==> src/rtl/neg_status_pkg.sv <==
package neg_status_pkg;
  localparam int CODE_W = 3;
  localparam int RANK_W = CODE_W + 1;

  typedef struct packed {
    logic              done;
    logic [CODE_W-1:0] code;
  } progress_t;

  function automatic logic [RANK_W-1:0] rank_of(progress_t p);
    return {p.done, p.code};
  endfunction
endpackage

==> src/rtl/progress_tracker.sv <==
module progress_tracker
  import neg_status_pkg::*;
(
  input  logic      clk_i,
  input  logic      rst_i,
  input  progress_t live_i,
  input  logic      rd_stb_i,
  output progress_t held_o
);
  progress_t held_q;

  always_ff @(posedge clk_i) begin
    if (rst_i)
      held_q <= '0;
    else if (rd_stb_i)
      held_q <= live_i;
    else if (rank_of(live_i) > rank_of(held_q))
      held_q <= live_i;
  end

  assign held_o = held_q;

  // Between reads the held rank never falls.
  assert_rank_monotone_R4: assert property (@(posedge clk_i) disable iff (rst_i)
    !rd_stb_i |=> rank_of(held_q) >= $past(rank_of(held_q)));

  // A read reloads the live value of its cycle.
  assert_reload_on_read_R5: assert property (@(posedge clk_i) disable iff (rst_i)
    rd_stb_i |=> held_q == $past(live_i));

  // A higher-ranked live value is captured at the next edge.
  assert_capture_higher_R3: assert property (@(posedge clk_i) disable iff (rst_i)
    (!rd_stb_i && rank_of(live_i) > rank_of(held_q)) |=> held_q == $past(live_i));
endmodule

==> src/rtl/sticky_flag.sv <==
module sticky_flag (
  input  logic clk_i,
  input  logic rst_i,
  input  logic enable_i,
  input  logic event_i,
  input  logic clear_i,
  output logic flag_o
);
  logic flag_q;

  always_ff @(posedge clk_i) begin
    if (rst_i || !enable_i)
      flag_q <= 1'b0;
    else if (event_i)
      flag_q <= 1'b1;
    else if (clear_i)
      flag_q <= 1'b0;
  end

  assign flag_o = flag_q;

  // An enabled event always leaves the flag set, even against a read.
  assert_event_latches_R6: assert property (@(posedge clk_i) disable iff (rst_i)
    (enable_i && event_i) |=> flag_q);

  // Without event or read the flag holds.
  assert_flag_holds_R7: assert property (@(posedge clk_i) disable iff (rst_i)
    (enable_i && !event_i && !clear_i) |=> flag_q == $past(flag_q));

  // A read with no event clears the flag.
  assert_read_clears_R8: assert property (@(posedge clk_i) disable iff (rst_i)
    (clear_i && !event_i) |=> !flag_q);

  // 10 Mb/s mode keeps the flag at zero.
  assert_slow_mode_zero_R9: assert property (@(posedge clk_i) disable iff (rst_i)
    !enable_i |=> !flag_q);
endmodule

==> src/rtl/neg_status_reg.sv <==
module neg_status_reg
  import neg_status_pkg::*;
#(
  parameter int DATA_W     = 16,
  parameter int DONE_BIT   = 4,
  parameter int CODE_LSB   = 11,
  parameter int RXLOST_BIT = 10,
  parameter int PLLERR_BIT = 9
) (
  input  logic              clk_i,
  input  logic              rst_i,
  input  logic [CODE_W-1:0] an_code_i,
  input  logic              an_done_i,
  input  logic              rx_lost_evt_i,
  input  logic              pll_err_evt_i,
  input  logic              mode_100_i,
  input  logic              rd_stb_i,
  output logic [DATA_W-1:0] rd_data_o
);
  localparam int NFLAGS = 2;
  localparam int FLAG_POS [NFLAGS] = '{RXLOST_BIT, PLLERR_BIT};

  progress_t   live, held;
  logic [NFLAGS-1:0] evt, flag;

  assign live.done = an_done_i;
  assign live.code = an_code_i;
  assign evt       = {pll_err_evt_i, rx_lost_evt_i};

  progress_tracker u_progress (
    .clk_i   (clk_i),
    .rst_i   (rst_i),
    .live_i  (live),
    .rd_stb_i(rd_stb_i),
    .held_o  (held)
  );

  for (genvar g = 0; g < NFLAGS; g++) begin : g_flag
    sticky_flag u_flag (
      .clk_i   (clk_i),
      .rst_i   (rst_i),
      .enable_i(mode_100_i),
      .event_i (evt[g]),
      .clear_i (rd_stb_i),
      .flag_o  (flag[g])
    );
  end

  always_comb begin
    rd_data_o = '0;
    rd_data_o[DONE_BIT]             = held.done;
    rd_data_o[CODE_LSB +: CODE_W]   = held.code;
    for (int i = 0; i < NFLAGS; i++)
      rd_data_o[FLAG_POS[i]] = flag[i];
  end

  // In 10 Mb/s mode, a read one cycle into the mode sees no flags.
  assert_flags_dark_R9: assert property (@(posedge clk_i) disable iff (rst_i)
    !mode_100_i |=> (rd_data_o[RXLOST_BIT] == 1'b0 && rd_data_o[PLLERR_BIT] == 1'b0));

  // After reset the word reads zero.
  assert_reset_zero_R1: assert property (@(posedge clk_i)
    rst_i |=> rd_data_o == '0);
endmodule

==> config.mk <==
export PLATFORM = sky130hd
export DESIGN_NAME = neg_status_reg
export DESIGN_NICKNAME = d
export VERILOG_FILES = /design/src/rtl/neg_status_pkg.sv /design/src/rtl/progress_tracker.sv /design/src/rtl/sticky_flag.sv /design/src/rtl/neg_status_reg.sv
export SDC_FILE = /design/constraint.sdc
export NUM_CORES = 1
export LEC_CHECK = 0
export BUFFER_PORTS_ARGS = -buffer_cell sky130_fd_sc_hd__buf_2
export CELL_PAD_IN_SITES_DETAIL_PLACEMENT = 1
export CELL_PAD_IN_SITES_GLOBAL_PLACEMENT = 1
export CORE_MARGIN = 5
export CORE_UTILIZATION = 31
export CTS_CLUSTER_SIZE = 40
export DETAILED_ROUTE_END_ITERATION = 6
export PLACE_DENSITY = 0.79
export SLEW_MARGIN = 25
export SYNTH_ARGS = -nofsm -noshare
export SYNTH_HDL_FRONTEND = slang
export SYNTH_SLANG_ARGS = --single-unit
==> constraint.sdc <==
create_clock -name clk_i -period 2.5 [get_ports clk_i]
set_input_delay 0.375 -clock clk_i [delete_from_list [all_inputs] [get_ports clk_i]]
set_output_delay 0.375 -clock clk_i [all_outputs]
set_load 0.1 [all_outputs]
==> results of run 1 <==
[how the worst max path moves through the flow]
stage	cells past startpoint	startpoint	slack [ps]	end
2_1_floorplan	6	u_progress.held_o[1]	280	u_progress.held_o[0]
3_3_place_gp	6	an_code_i[1]	790	u_progress.held_o[1]
3_5_place_dp	6	an_code_i[1]	710	u_progress.held_o[1]
4_1_cts	6	u_progress.held_o[1]	790	u_progress.held_o[1]
5_1_grt	6	u_progress.held_o[3]	710	u_progress.held_o[0]
6_report	6	u_progress.held_o[1]	850	u_progress.held_o[1]
[final cells by class]
type                    instances  area [um2]  share of cell area [%]
flip-flops and latches          6         120                    23.2
repair buffers                 15        75.1                    14.5
well taps                      15        18.8                    3.63
inverters                       5        18.8                    3.63
multi-input cells              37         262                    50.6
clock buffers                   3        22.5                    4.36
[worst min-delay path, cell delays in order]
cell and delay [ps]:
buf_2 80, a21oi_1 30, nor2_1 70
[cells in the final DEF (no fill, tap or decap)]
| cell | n |
|---|---|
| nor2_1 | 2 |
| a21oi_1 | 3 |
| a41oi_1 | 1 |
| inv_1 | 5 |
| clkbuf_4 | 3 |
| conb_1 | 10 |
| nand2b_1 | 9 |
| nor2b_4 | 1 |
| dfxtp_1 | 6 |
| nand2_1 | 1 |
| nor3_4 | 1 |
| o2111a_2 | 1 |
| buf_2 | 15 |
| mux2i_1 | 4 |
| ha_1 | 4 |
[where the power goes]
part	leakage, nW	internal [W]	switching [W]	total [W]
combinational	0.205	0.0000354	0.000150	0.000185
sequential	0.0497	0.000104	0.00000529	0.000109
clock	0.0138	0.0000541	0.0000316	0.0000857
total	0.269	0.000193	0.000187	0.000380
[registers in the layout, summed over array words and instances, names as in the netlist]
name                  cells
g_flag.u_flag.flag_o      2
u_progress.held_o         4
[metal layers]
| layer | global-route usage [%] | vias up | share of wire, % |
|---|---|---|---|
| met5 | 0 | - | 0 |
| met4 | 1.38 | 0 | 0 |
| met3 | 6.73 | 0 | 11 |
| met2 | 15.2 | 19 | 51 |
| met1 | 7.72 | 156 | 38 |
| li1 | - | 176 | - |
[metrics by stage]
| step | hold WS, ps | total power [W] | util, % |
|---|---|---|---|
| finish | 354 | 0.000380 | 38.3 |
| CTS | 353 | 0.000386 | 38.3 |
| detailed placement | 483 | 0.000297 | 36.6 |
| global route | 354 | 0.000402 | 38.3 |
| floorplan | 452 | 0.000285 | - |
| global placement | 461 | 0.000293 | 36.6 |
[kinds of logic (layout without fill, tap and decap cells)]
kind of cell               count (synthesis)  after routing  synth area share (%)
buffers and inverters                     17             23                  23.8
and+or+nand+nor                           14             14                  21.4
other                                      1             10                 0.821
AOI/OAI and AO/OA                          5              5                  7.94
adders and majority gates                  4              4                  11.0
DFF                                        6              6                  26.3
muxes                                      4              4                  8.77
==> flow_summary.yaml, run 1 <==
status:
  outcome: "complete, no violations"
yosys:
  yosysWarnings: 0
  synthDistinctLibCells: 14
  synth_ff_type: "dfxtp_1"
  synth.most_common_cell: "buf_4"
  synthCells: 51
  avgSynthCellArea_um2: 8.95
  ys_async_sr_fraction_pct: 0
  ys_ff_latch: 6
  yosys.area.top_type: "dfxtp_1"
  synth_area_leaders: "dfxtp_1, buf_4, nand2b_1"
  syn_area_um2: 457
  yosys-top-cells-count: "buf_4, nand2b_1, dfxtp_1"
  synth_edf_count: 0
  yosysSeqAreaShare_pct: 26.3
  synth_top_area_share_pct: 26.3
worst_setup_path:
  path_buf_inv: 1
  worst_ep_required_time_ps: 2660
  r2r_cells: 6
  r2r_slack_ps: 850
  r2r-start: "u_progress.held_o[1]"
  worstReg2RegEnd: "u_progress.held_o[1]"
  start_kind: "flip-flop"
  path_delay_family: "simple AND/OR/NAND/NOR gates"
  crit_chain: "inv_1 -> ha_1 -> nor2b_4 -> o2111a_2 -> nor3_4 -> mux2i_1"
  path_max_fanout: 4
  crit_arrival_ps: 1820
  worstSetupPathType: "flip-flop to flip-flop"
  cpMaxStageDelayCell: "dfxtp_1"
  cp-end-kind: "flip-flop"
  cp_slowest_stage_delay_ps: 350
clocking:
  cts_buffers: 3
  clk_path_buf_depth: 2
  ctsHtreeMaxLevel: 1
  clk_latency_ps: 240
  cts_num_sinks: 6
  clock-root-buffer: "clkbuf_4"
  postCtsSetupRepairBufs: 0
  cts.clk_slew.worst_paths_ps: 40
  cts_tree: "done"
  holdBufCountCts: 0
  post_cts_resized: 0
timing:
  period_minus_slack_ps: 1650
  setup_viol_count_final: 0
  fin_ws_ps: 846
  fmax_mhz: 605
  rsz0062_at_grt: "false"
  tns_ps: 0
  slew_viol_final: 0
  finalHoldViolations: 0
  finalClockSkew_ps: 3.85
  final.period_utilization_pct: 66.2
floorplanning:
  rows: 13
  io-pin-count: 26
  die_area_um2: 2340
  initial_core_util_pct: 33.8
  coreArea_um2: 1350
  die_x_um: 48.4
  die_h_um: 48.4
final_layout:
  antenna_cells: 0
  areaGrowthSynthToFinish_pct: 13.2
  num-nets-final: 82
  finalNonFillerCells: 81
  fin_area_um2: 517
  fillCellCount: 183
  drive_gt1_share_pct: 31.8
place:
  place_inst: 78
  postPlaceCellArea_um2: 494
  post-place-ws_ps: 712
  gp_congestion: 0.638
  portBuffers: 15
  dp_hpwl_um: 811
global_route:
  antenna_found_initial: 0
  grtUsageTotal_pct: 8.62
  grt_pass1_vias: 406
  grt_pass1_wl_mm: 1.58
  grt_start_max_net_pins: 10
  gr-total-overflow: 0
min_path:
  hp-class: "primary input to flip-flop"
  hold_end: "g_flag[1].u_flag.flag_o"
  min-delay-start: "pll_err_evt_i"
  hold_depth: 3
detailed_routing:
  postRouteAntennaNets: 0
  drt_pre_antenna_iters: 1
  via_per_inst: 4.33
  wl_per_cell_um: 11.5
  totalWireLength_um: 928
  drtIter0Drc: 0
  vias: 351
  drc: 0
power:
  max-vdd-ir-drop_uv: 371
  power_density_nw_per_um2: 735
  leakagePower_nw: 0.269
job:
  cap_violations: 0
Power figures use the tool's default switching activity.
==> inputs of run 2 (changes only) <==
- CORE_UTILIZATION: 31 -> 26
- PLACE_DENSITY: 0.79 -> 0.71
- clock period: 2.5 -> 1.4 ns (I/O delays scaled with it)
==> run 2 against run 1 <==
Net effect:
- the flow now finishes with violations (negative setup slack)
- clock power is 100% higher
- maximum frequency is 9.9% higher
- worst hold slack worse by 170 ps
- wire length is 5.5% higher
- first-iteration DRC count rose by 2
- critical path depth increased by 1
- clock skew up 1.6 ps
- core utilization decreased by 2.3 points
==> flow_summary.yaml, run 2 (same netlist as run 1, synthesis figures left out) <==
power:
  max-vdd-ir-drop_uv: 340
  leakagePower_nw: 0.300
  power_density_nw_per_um2: 1220
timing:
  rsz0062_at_grt: "true"
  tns_ps: -355
  finalClockSkew_ps: 5.43
  slew_viol_final: 0
  final.period_utilization_pct: 108
  finalHoldViolations: 0
  fmax_mhz: 664
  period_minus_slack_ps: 1510
  hold_slack_ps: 181
  setup_viol_count_final: 4
  fin_ws_ps: -105
floorplanning:
  rows: 15
  die_x_um: 51.9
  die_area_um2: 2690
  coreArea_um2: 1690
  die_h_um: 51.9
  io-pin-count: 26
  initial_core_util_pct: 27.0
final_layout:
  fillCellCount: 214
  final_common_cell: "buf_2"
  largest_reg_flops: 4
  utilization_pct: 36.0
  antenna_cells: 0
  layout_common_cells: "buf_2, conb_1, nand2b_1"
  areaGrowthSynthToFinish_pct: 33.2
  num-nets-final: 87
  drive_gt1_share_pct: 47.2
worst_setup_path:
  crit_arrival_ps: 1670
  r2r_slack_ps: -110
  cp-end-kind: "flip-flop"
  r2r_cells: 7
  path_max_fanout: 3
  worstSetupPathType: "flip-flop to flip-flop"
  start_kind: "flip-flop"
  worstReg2RegEnd: "u_progress.held_o[2]"
  worst_ep_required_time_ps: 1560
  r2r-start: "u_progress.held_o[1]"
job:
  cap_violations: 0
detailed_routing:
  wl_met3_um: 84
  totalWireLength_um: 979
  vias: 371
  m1WireLength_um: 343
  dr_wl_met2_um: 552
  drc: 0
  wl_per_cell_um: 11.0
  postRouteAntennaNets: 0
  top_layer: "met3"
  drtIter0Drc: 2
  via_per_inst: 4.17
  drt_pre_antenna_iters: 4
global_route:
  antenna_found_initial: 0
  grtUsageTotal_pct: 8.20
  grt_pass1_vias: 370
  gr-total-overflow: 0
  grt_start_max_net_pins: 10
  grt_pass1_wl_mm: 1.57
place:
  dp_hpwl_um: 823
  portBuffers: 15
  gp_congestion: 0.761
  post-place-ws_ps: -150
status:
  violations: "negative setup slack"
  outcome: "complete, but fails checks"
clocking:
  cts_buffers: 3
  cts_num_sinks: 6
  clk_latency_ps: 250
  postCtsSetupRepairBufs: 0
  clock-root-buffer: "clkbuf_4"
  ctsHtreeMaxLevel: 1
  cts_tree: "done"
  cts.clk_slew.worst_paths_ps: 50
  holdBufCountCts: 0
  clk_path_buf_depth: 2
min_path:
  hold_end: "g_flag[0].u_flag.flag_o"
  min-delay-start: "rx_lost_evt_i"
  hold_depth: 3
  hp-class: "primary input to flip-flop"
## run 2: changes by cell type in the layout (fill, tap and decap cells not counted), sizes merged
cell    before  now
clkbuf       3    4
buf         15   20
## run 2: timing repair
item,in CTS,in global routing
pin swaps,1,0
setup endpoints to repair,4,4
resized for setup,3,0
endpoints found under the hold margin,0,0
## run 2: how the worst max path moves through the flow
| stage | to | start | slack, ps | depth (start not counted) |
|---|---|---|---|---|
| global placement | u_progress.held_o[2] | u_progress.held_o[1] | -120 | 7 |
| finish | u_progress.held_o[2] | u_progress.held_o[1] | -110 | 7 |
| detailed placement | u_progress.held_o[3] | u_progress.held_o[1] | -150 | 7 |
| floorplan | u_progress.held_o[0] | u_progress.held_o[1] | -330 | 6 |
| global route | u_progress.held_o[0] | u_progress.held_o[1] | -180 | 7 |
| CTS | u_progress.held_o[2] | u_progress.held_o[1] | -120 | 7 |
## run 2: worst max-delay path: stages (launching register included)
cell      delay, ps
dfxtp_4         340
inv_2            40
ha_4            210
nor2b_4         120
o2111a_2        260
nor3_4          150
buf_4           150
mux2i_1         160
## run 2: through the flow
| step | cells | cell area [um2] | total power, W |
|---|---|---|---|
| detailed placement | 85 | 562 | 0.000557 |
| global route | 89 | 608 | 0.000791 |
| floorplan | 60 | 518 | 0.000515 |
| global placement | 85 | 562 | 0.000553 |
| finish | 89 | 608 | 0.000739 |
| CTS | 89 | 608 | 0.000748 |
## run 2: final cells by class
| type | instances | area [um2] | area share (%) |
|---|---|---|---|
| Tap cell | 17 | 21.3 | 3.50 |
| Clock buffer | 4 | 26.3 | 4.32 |
| Multi-Input combinational cell | 37 | 290 | 47.7 |
| Timing Repair Buffer | 20 | 116 | 19.1 |
| Sequential cell | 6 | 135 | 22.2 |
| Inverter | 5 | 18.8 | 3.09 |
## run 2: where the power goes
group	switching (W)	total, W	internal (W)
clock network	0.0000667	0.000175	0.000108
registers	0.00000737	0.000192	0.000185
logic	0.000280	0.000372	0.0000926
## run 2: routing by layer
metal / track usage [%] / up-vias
met4: 3.93 / 0
met3: 3.44 / 0
met5: 0 / -
met1: 9.08 / 171
li1: - / 184
met2: 13.4 / 16
==> inputs of run 3 (changes only) <==
- SKIP_CTS_REPAIR_TIMING: default -> 1
==> run 3 against run 2 <==
Net effect:
- total power fell by 1.4%
- critical path depth did not move
- clock-buffer cell count did not move
- sequential share of layout area rose by 0.47 points
- register-to-register slack got worse by 60 ps
- the run still ends with negative setup slack left
- global-route usage fell by 0.41 points
- core utilization fell by 0.74 points
- clock skew fell by 0.93 ps
- worst hold slack improved by 0.90 ps
- non-clock buffer count did not move
==> flow_summary.yaml, run 3 (same netlist as run 1, synthesis figures left out) <==
floorplanning:
  die_x_um: 51.9
  io-pin-count: 26
  initial_core_util_pct: 27.0
  rows: 15
  die_area_um2: 2690
  coreArea_um2: 1690
  die_h_um: 51.9
min_path:
  hp-class: "primary input to flip-flop"
  min-delay-start: "rx_lost_evt_i"
  hold_end: "g_flag[0].u_flag.flag_o"
  hold_depth: 3
status:
  outcome: "complete, but fails checks"
  violations: "negative setup slack"
worst_setup_path:
  start_kind: "flip-flop"
  crit_chain: "inv_2 -> ha_4 -> nor2b_4 -> o2111a_2 -> nor3_4 -> buf_4 -> mux2i_1"
  path_delay_family: "flip-flops"
  cpMaxStageDelayCell: "dfxtp_4"
  worst_ep_required_time_ps: 1560
  r2r_cells: 7
  path_max_fanout: 3
  path_buf_inv: 2
  worstReg2RegEnd: "u_progress.held_o[2]"
  cp_slowest_stage_delay_ps: 340
  worstSetupPathType: "flip-flop to flip-flop"
  cp-end-kind: "flip-flop"
  crit_arrival_ps: 1730
  r2r-start: "u_progress.held_o[1]"
  r2r_slack_ps: -160
global_route:
  grt_start_max_net_pins: 10
  grtUsageMet3_pct: 3.44
  grt.busiest_layer: "met2"
  antenna_found_initial: 0
  gr-total-overflow: 0
  grt_util_met1_pct: 8.57
  grt_pass1_wl_mm: 1.49
  grt_util_met2_pct: 12.6
  grtUsageTotal_pct: 7.78
  grt_pass1_vias: 358
timing:
  final.period_utilization_pct: 112
  slew_viol_final: 0
  period_minus_slack_ps: 1560
  setup_viol_count_final: 4
  finalClockSkew_ps: 4.50
  fin_ws_ps: -163
  rsz0062_at_grt: "true"
  tns_ps: -590
  fmax_mhz: 640
  finalHoldViolations: 0
detailed_routing:
  via_per_inst: 4.17
  drc: 0
  totalWireLength_um: 929
  wl_per_cell_um: 10.4
  drt_pre_antenna_iters: 4
  postRouteAntennaNets: 0
  drtIter0Drc: 1
  vias: 371
final_layout:
  drive_gt1_share_pct: 45.8
  layout_common_cells: "buf_2, conb_1, nand2b_1"
  num-nets-final: 87
  multi_input_area_um2: 278
  seqCellArea_um2: 135
  antenna_cells: 0
  finalNonFillerCells: 89
  fillCellCount: 213
  areaGrowthSynthToFinish_pct: 30.4
  largest_reg_flops: 4
  final_common_cell: "buf_2"
power:
  combPwrFrac_pct: 49.9
  swShare_pct: 47.9
  leakagePower_nw: 0.299
  power_density_nw_per_um2: 1220
  internal-power_w: 0.000380
  p_switching_w: 0.000349
  p_seq_share_pct: 26.4
  clkPwrFrac_pct: 23.8
  max-vdd-ir-drop_uv: 317
place:
  dp_hpwl_um: 823
  portBuffers: 15
  gp_congestion: 0.761
  place_inst: 85
clocking:
  clk_latency_ps: 240
  cts_tree: "done"
  cts.clk_slew.worst_paths_ps: 50
  cts_num_sinks: 6
  clock-root-buffer: "clkbuf_4"
  cts_buffers: 3
  ctsHtreeMaxLevel: 1
  clk_path_buf_depth: 2
job:
  cap_violations: 0
==> run 3: cell counts in the layout (fill, tap and decap cells not counted) <==
No cell type changed its count.
==> run 3: per-stage QoR <==
step	utilization, %	area (um2)	setup slack [ps]	power (W)	hold slack [ps]
after floorplan	-	518	-327	0.000515	327
final	35.3	596	-163	0.000729	182
after global routing	35.3	596	-252	0.000783	187
after detailed placement	33.3	562	-150	0.000557	434
after global placement	33.3	562	-117	0.000553	416
after CTS	34.8	588	-179	0.000735	184
==> run 3: layer usage <==
layer,up-vias,part of all wire (%)
met3,0,8.9
met1,170,35
met5,-,0
li1,185,-
met4,0,0
met2,16,56
==> run 3: tightest hold or removal path, cell delays in order <==
cell and delay [ps]:
buf_2 70, a21oi_1 30, nor2_1 70
==> run 3: worst max path at each step <==
stage               cells past startpoint                   end  slack, ps                 start
floorplan                               6  u_progress.held_o[0]       -330  u_progress.held_o[1]
detailed placement                      7  u_progress.held_o[3]       -150  u_progress.held_o[1]
CTS                                     7  u_progress.held_o[3]       -180  u_progress.held_o[1]
global placement                        7  u_progress.held_o[2]       -120  u_progress.held_o[1]
finish                                  7  u_progress.held_o[2]       -160  u_progress.held_o[1]
global route                            7  u_progress.held_o[0]       -250  u_progress.held_o[1]
==> run 3: layout make-up <==
cell class                 count  share of cell area (%)
clock buffer                   4                    4.41
inverter                       5                    3.15
timing repair buffer          20                    19.5
multi-input combinational     37                    46.6
tap                           17                    3.57
sequential                     6                    22.7
==> run 3: power groups by stage <==
stage	registers [W]	logic [W]	clock network, W
floorplan	0.000275	0.000240	0
global route	0.000194	0.000386	0.000203
finish	0.000192	0.000364	0.000173
global placement	0.000195	0.000358	0
CTS	0.000192	0.000362	0.000181
detailed placement	0.000196	0.000361	0
